**config.mk**
```make
export PLATFORM = sky130hd
export DESIGN_NAME = stateen_access_check
export DESIGN_NICKNAME = d
export VERILOG_FILES = /design/src/rtl/stateen_access_pkg.sv /design/src/rtl/stateen_access_dp.sv /design/src/rtl/stateen_access_ctrl.sv /design/src/rtl/stateen_access_check.sv
export SDC_FILE = /design/constraint.sdc
export NUM_CORES = 1
export LEC_CHECK = 0
export CAP_MARGIN = 0
export CORE_AREA = 2 2 80 82
export DETAILED_ROUTE_END_ITERATION = 10
export DIE_AREA = 0 0 82 84
export DONT_BUFFER_PORTS = 1
export PLACE_DENSITY = 0.46
export SLEW_MARGIN = 5
export SYNTH_ARGS = -nofsm -noshare
export SYNTH_HDL_FRONTEND = slang
export SYNTH_SLANG_ARGS = --single-unit
export TNS_END_PERCENT = 1
```
**constraint.sdc**
```tcl
create_clock -name vclk -period 2.8
set_clock_uncertainty 0.2 [all_clocks]
set_input_delay 0.42 -clock vclk [all_inputs]
set_output_delay 0.42 -clock vclk [all_outputs]
set_load 0.01 [all_outputs]
```
**src/rtl/stateen_access_pkg.sv**
```systemverilog
package stateen_access_pkg;
  localparam int unsigned XLEN_DEF = 64;

  typedef enum logic [1:0] {
    ACC_OK      = 2'b00,
    ACC_ILLEGAL = 2'b01,
    ACC_VIRT    = 2'b10
  } accResult_t;

  localparam logic [1:0] PRIV_U = 2'b00;
  localparam logic [1:0] PRIV_S = 2'b01;
  localparam logic [1:0] PRIV_M = 2'b11;

  // Per-level bits the datapath hands to the control after masking
  typedef struct packed {
    logic mBit;     // guarded bit, machine level
    logic hBit;     // guarded bit, hypervisor level, machine-masked
    logic hMaster;  // hypervisor master bit, machine-masked
    logic sBit;     // guarded bit, supervisor level, machine-masked
  } stenStrobes_t;
endpackage

```
**src/rtl/stateen_access_dp.sv**
```systemverilog
module stateen_access_dp
  import stateen_access_pkg::*;
#(
  parameter int unsigned XLEN = XLEN_DEF,
  localparam int unsigned IDX_W = $clog2(XLEN),
  localparam int unsigned MASTER_POS = XLEN - 1
) (
  input  logic [XLEN-1:0]  mEnable,
  input  logic [XLEN-1:0]  hEnable,
  input  logic [XLEN-1:0]  sEnable,
  input  logic [IDX_W-1:0] bitIdx,
  output stenStrobes_t     strobes
);
  logic            mMaster;
  logic [XLEN-1:0] hGated;
  logic [XLEN-1:0] sGated;

  assign mMaster = mEnable[MASTER_POS];

  // Lane-wise gating of the lower levels by the machine master bit
  for (genvar lane = 0; lane < XLEN; lane++) begin : g_gate
    assign hGated[lane] = hEnable[lane] & mMaster;
    assign sGated[lane] = sEnable[lane] & mMaster;
  end

  always_comb begin
    strobes.mBit    = mEnable[bitIdx];
    strobes.hBit    = hGated[bitIdx];
    strobes.hMaster = hGated[MASTER_POS];
    strobes.sBit    = sGated[bitIdx];
  end
endmodule

```
**src/rtl/stateen_access_ctrl.sv**
```systemverilog
module stateen_access_ctrl
  import stateen_access_pkg::*;
(
  input  logic [1:0]   privLvl,
  input  logic         virtMode,
  input  logic         stateEnSupported,
  input  logic         supvExtPresent,
  input  stenStrobes_t strobes,
  output accResult_t   verdict
);
  logic bypass;
  logic userCheck;
  logic sVisible;

  assign bypass    = (privLvl == PRIV_M) || !stateEnSupported;
  assign userCheck = (privLvl == PRIV_U) && supvExtPresent;
  // When virtualized, a clear hypervisor master hides the supervisor level
  assign sVisible  = strobes.sBit && (!virtMode || strobes.hMaster);

  always_comb begin
    verdict = ACC_OK;
    if (!bypass) begin
      if (!strobes.mBit) begin
        verdict = ACC_ILLEGAL;
      end else if (virtMode && !strobes.hBit) begin
        verdict = ACC_VIRT;
      end else if (userCheck && !sVisible) begin
        verdict = ACC_ILLEGAL;
      end
    end
  end
endmodule

```
**src/rtl/stateen_access_check.sv**
```systemverilog
module stateen_access_check
  import stateen_access_pkg::*;
#(
  parameter int unsigned XLEN = XLEN_DEF,
  localparam int unsigned IDX_W = $clog2(XLEN)
) (
  input  logic [1:0]       privLvl,
  input  logic             virtMode,
  input  logic [XLEN-1:0]  mEnable,
  input  logic [XLEN-1:0]  hEnable,
  input  logic [XLEN-1:0]  sEnable,
  input  logic [IDX_W-1:0] bitIdx,
  input  logic             stateEnSupported,
  input  logic             supvExtPresent,
  output logic [1:0]       result
);
  stenStrobes_t strobes;
  accResult_t   verdict;

  stateen_access_dp #(.XLEN(XLEN)) u_dp (
    .mEnable (mEnable),
    .hEnable (hEnable),
    .sEnable (sEnable),
    .bitIdx  (bitIdx),
    .strobes (strobes)
  );

  stateen_access_ctrl u_ctrl (
    .privLvl          (privLvl),
    .virtMode         (virtMode),
    .stateEnSupported (stateEnSupported),
    .supvExtPresent   (supvExtPresent),
    .strobes          (strobes),
    .verdict          (verdict)
  );

  assign result = verdict;
endmodule

```
### After elaboration in Yosys (flattened, before gate mapping)

Cells that the tools add are included.

| word-level totals | value |
|---|---|
| flip-flop bits (word level) | 0 |
| latch bits | 0 |
| memory bits (writable) | 0 |
| bits in read-only memories | 0 |
| input bits | 203 |
| logic and storage cells | 151 |
| memories kept | 0 |

| operators by class | value |
|---|---|
| $add $sub $neg | 0 |
| $mul | 0 |
| div/mod/pow operators | 0 |
| magnitude comparators | 1 |
| eq/ne operators | 1 |
| shift operators | 0 |
| mux-type cells | 10 |
| bitwise logic cells | 128 |
| reductions and logical operators | 11 |

Operator list:

| cell | number |
|---|---|
| 1-bit AND | 128 |
| 1-bit binary-select mux with 6-bit select | 3 |
| 6-bit by 7-bit less-than comparator with 1-bit output (second input constant) | 1 |
| 2-bit 2-to-1 mux | 3 |
| 1-bit logical AND | 4 |
| 1-bit zero test | 4 |
| 1-bit 2-to-1 mux | 4 |
| 2-bit equality test (second input constant) | 1 |
| 2-bit zero test | 1 |
| 1-bit logical OR | 2 |

### Depth between registers and ports, before layout

| depth | value |
|---|---|
| depth after elaboration | 10 |
| depth in mapped cells | 10 |

### By module

From an unflattened synthesis, not the netlist that was laid out.

| second synthesis, totals | value |
|---|---|
| cells, all modules | 149 |
| area total of the unflattened synthesis | 1,844.3 µm² |

By module, submodules not included:

| module | times used | cells each | area an instance (µm²) | sequential area each (µm²) |
|---|---|---|---|---|
| stateen_access_dp | 1 | 139 | 1,785.5 | 0.0 |
| stateen_access_ctrl | 1 | 10 | 58.8 | 0.0 |

### Worst setup path before layout

No wires, ideal clock.

| timing path | value |
|---|---|
| path kind | input -> output |
| start point | input bitIdx[1] |
| end point | output result[0] |
| arrival | 2,348 ps |
| required time | 2,180 ps |
| path slack | -168 ps |
| stages | 10 |
| path buffers | 4 |
| cells stage by stage | clkbuf_2 buf_2 buf_2 buf_2 mux4_2 a22oi_1 nand3_1 a21oi_1 nor3_1 o32ai_1 |

| on the way | value |
|---|---|
| cells in the longest elaborated chain, start to end | 9 |

RTL lines:

| item | RTL line | text |
|---|---|---|
| from (decl) | stateen_access_check.sv:12 | `input logic [IDX_W-1:0] bitIdx,` |
| 1-bit binary-select mux with 6-bit select | stateen_access_dp.sv:30 | `strobes.sBit = sGated[bitIdx];` |
| 1-bit 2-to-1 mux (implied by the code) | stateen_access_dp.sv:30 |  |
| 1-bit logical AND | stateen_access_ctrl.sv:18 | `assign sVisible = strobes.sBit && (!virtMode \|\| strobes.hMaster);` |
| 1-bit zero test | stateen_access_ctrl.sv:27 | `end else if (userCheck && !sVisible) begin` |
| 1-bit logical AND | stateen_access_ctrl.sv:27 |  |
| 1-bit 2-to-1 mux | stateen_access_ctrl.sv:27 |  |
| 2-bit 2-to-1 mux | stateen_access_ctrl.sv:25 | `end else if (virtMode && !strobes.hBit) begin` |
| 2-bit 2-to-1 mux * | stateen_access_ctrl.sv:23 | `if (!strobes.mBit) begin` |
| 2-bit 2-to-1 mux * | stateen_access_ctrl.sv:22 | `if (!bypass) begin` |
| to (decl) | stateen_access_check.sv:15 | `output logic [1:0] result` |

Mark *: on every way between the ends. The rest lies on a longest branch, timed or not. The select of a mux whose other input is x is not followed.

### Final worst setup path

| timing path | value |
|---|---|
| start point | input bitIdx[0] |
| end point | output result[1] |

| on the way | value |
|---|---|
| cells in the longest elaborated chain, start to end | 7 |

RTL lines:

| item | RTL line | text |
|---|---|---|
| 1-bit binary-select mux with 6-bit select | stateen_access_dp.sv:28 | `strobes.hBit = hGated[bitIdx];` |
| 1-bit 2-to-1 mux (implied by the code) | stateen_access_dp.sv:28 |  |
| 1-bit zero test | stateen_access_ctrl.sv:25 |  |
| 1-bit logical AND | stateen_access_ctrl.sv:25 |  |
| 2-bit 2-to-1 mux | stateen_access_ctrl.sv:25 |  |
| 2-bit 2-to-1 mux * | stateen_access_ctrl.sv:23 |  |
| 2-bit 2-to-1 mux * | stateen_access_ctrl.sv:22 |  |

Marks and branches as above.

==> run summary <==
* complete, no violations — outcome
* 0.000212 W — total power
* 0 — number of antenna violations at the first check in global routing
* 30 — number of distinct library cell variants in the gate-level netlist after synthesis
* multiplexers — top cell family by delay on the critical path
* 0 — number of diodes
* 327 — Post-Synthesis Net Count
* 54.2% — share of layout cells above drive strength 1
* 15.4% — Global Route Usage Sum
* 0.0409 mV — maximum vdd ir drop
* 1,570 — via count of the first global-routing pass
* 6890 sq um — floorplan die area
* 13.6 sq um — Avg Synthesized Cell Area
* 0.370 GHz — top achievable clock speed
* 0 — synth warn
* 84 um — vertical die dimension
* result[1] — Critical Path End
* 312 — fin nets
* 0 ns — final sum of negative setup slack
* 0 — antenna-violating nets left
* 2.70 ns — fin crit period
* input pin to output port — class of the worst hold path
* 1690 sq um — cell area after technology mapping
* 7.13 — detailed-route vias per instance
* 0 — fin. max-slew vios
* 72.5% — Slew headroom
* input pin to output port — crit path kind
* 0 — final hold viol count
* 184 — final non-filler cell total
* 51 — pin count of the biggest net entering global routing
* 0 — Max-Cap Viols
* 184 — post-placement cell count
* 0 — number of sequential cells
* mux4_1 -> mux4_2 -> o211ai_1 -> nor3b_2 -> and3b_2 — cell-by-cell trace of the critical path
* 27.6% — effective utilization at floorplan
* 82 um — floorplan die width
* 5 — logic depth of the worst path, buffers included
* 631 — count of fill cells added during filler insertion
* 0 — final setup violation count
* 0 sq um — combined flip-flop and latch cell area
* 4.91 mm — Detailed Place HPWL
* 6100 sq um — area of the placeable core
* 96.6% — post-route fraction of the period consumed by the critical path
* 1,311 — total via count in the routed design
* false — setup repair after global routing missed its margin
* 29 — row count
* 0.668% — Syn-to-layout area delta
* 8.19 mm — first-pass GRT wire length
* bitIdx[0] — startpoint of the worst setup timing path
* mux4_2 — most common cell after layout, fill and taps aside
* 0% — post-synthesis sequential area ratio
* 124 — post-synthesis instance total
* 0.408 ns — worst slew pin tran
* 4 — Detailed Routing Iterations Pass 1
* 0 — buffers and inverters on the worst path
* 54 — DR iter-0 viols
* output port — capturing element type of the critical path
* mux4_2 (48), mux2i_1 (10), nand2_1 (6) — commonest cells after routing, fill and taps aside
* 0 — clock buffer instance count of the final layout
* 0.51 ns — CP max stage delay
* 0 — number of buffers added on ports
* mux4_1 — highest-delay cell along the critical path
* 205 — I/O pin count
* 2.08 ns — critical path data arrival time
* 125 nW/um^2 — total power divided by cell area
* 5.71 mm — final WL
* input pin — Setup crit start kind
* 0.505 nW — leakage power figure
* 0 — Congestion Overflow GR
* 0 — number of buffers added to fix hold violations after cts
* 0.759 — final weighted congestion in routability-driven placement
* 1600 sq um — combined area of the multi-input logic cells
* 31.0 um — average routed wire per standard cell
* 48 — largest driver fanout on the critical path
* 0 — number of DRC violations after detailed routing
* 2.18 ns — CP Data Required Time
## layer usage
| metal | routed length [um] | vias to the layer above | global-route usage (%) |
|---|---|---|---|
| li1 | - | 537 | - |
| met1 | 1830 | 652 | 17.4 |
| met2 | 3100 | 118 | 30.1 |
| met3 | 738 | 4 | 3.25 |
| met4 | 35 | 0 | 0.909 |
| met5 | 0 | - | 0 |
## cells by family (layout without fill, tap and decap cells)
group | Yosys count | count (layout) | synth area share, %
simple gates | 28 | 28 | 9.72
mux | 64 | 64 | 77.7
buf+inv | 17 | 0 | 6.09
compound gates | 15 | 15 | 6.53
## where the power goes
part / leakage (nW) / total, W / switching, W / internal [W]
clock: 0 / 0 / 0 / 0
combinational: 0.505 / 0.000212 / 0.0000535 / 0.000159
sequential: 0 / 0 / 0 / 0
total: 0.505 / 0.000212 / 0.0000535 / 0.000159
## synthesized netlist by cell type (all sizes together), types with 2 or more instances
master	number	area share [%]
mux4	52	70
a22oi	3	1.3
nand3	5	1.5
mux2	2	1.3
a21oi	3	0.89
nand2	6	1.3
clkbuf	5	1.2
mux2i	10	5.9
nand3b	4	1.8
nor2	4	0.89
a31oi	2	0.74
buf	12	4.9
nor2b	4	1.9
## worst min path at each step
stage | startpoint | end | depth (start not counted)
6_report | stateEnSupported | result[0] | 2
5_1_grt | stateEnSupported | result[0] | 2
4_1_cts | stateEnSupported | result[0] | 2
3_5_place_dp | stateEnSupported | result[0] | 2
3_3_place_gp | stateEnSupported | result[0] | 2
2_1_floorplan | stateEnSupported | result[0] | 2
## per-stage QoR
stage	setup WS [ns]	util [%]	area (sq um)	hold WS [ns]
after floorplan	0.00728	-	1700	0.793
after global placement	0.0387	27.7	1690	0.824
after detailed placement	0.0324	27.7	1690	0.834
after CTS	0.0209	27.7	1690	0.834
after global routing	0.0294	27.8	1700	0.840
final	0.0966	27.8	1700	0.826
## layout make-up
class              instances  area share [%]
well taps                 77            5.68
multi-input cells        107            94.3
## repair_timing
action	CTS	global route
gates resized for setup	0	3
endpoints found under the hold margin	0	0
endpoints found under the setup margin	0	1
setup buffers	0	0
(Power assumes the default switching activity.)
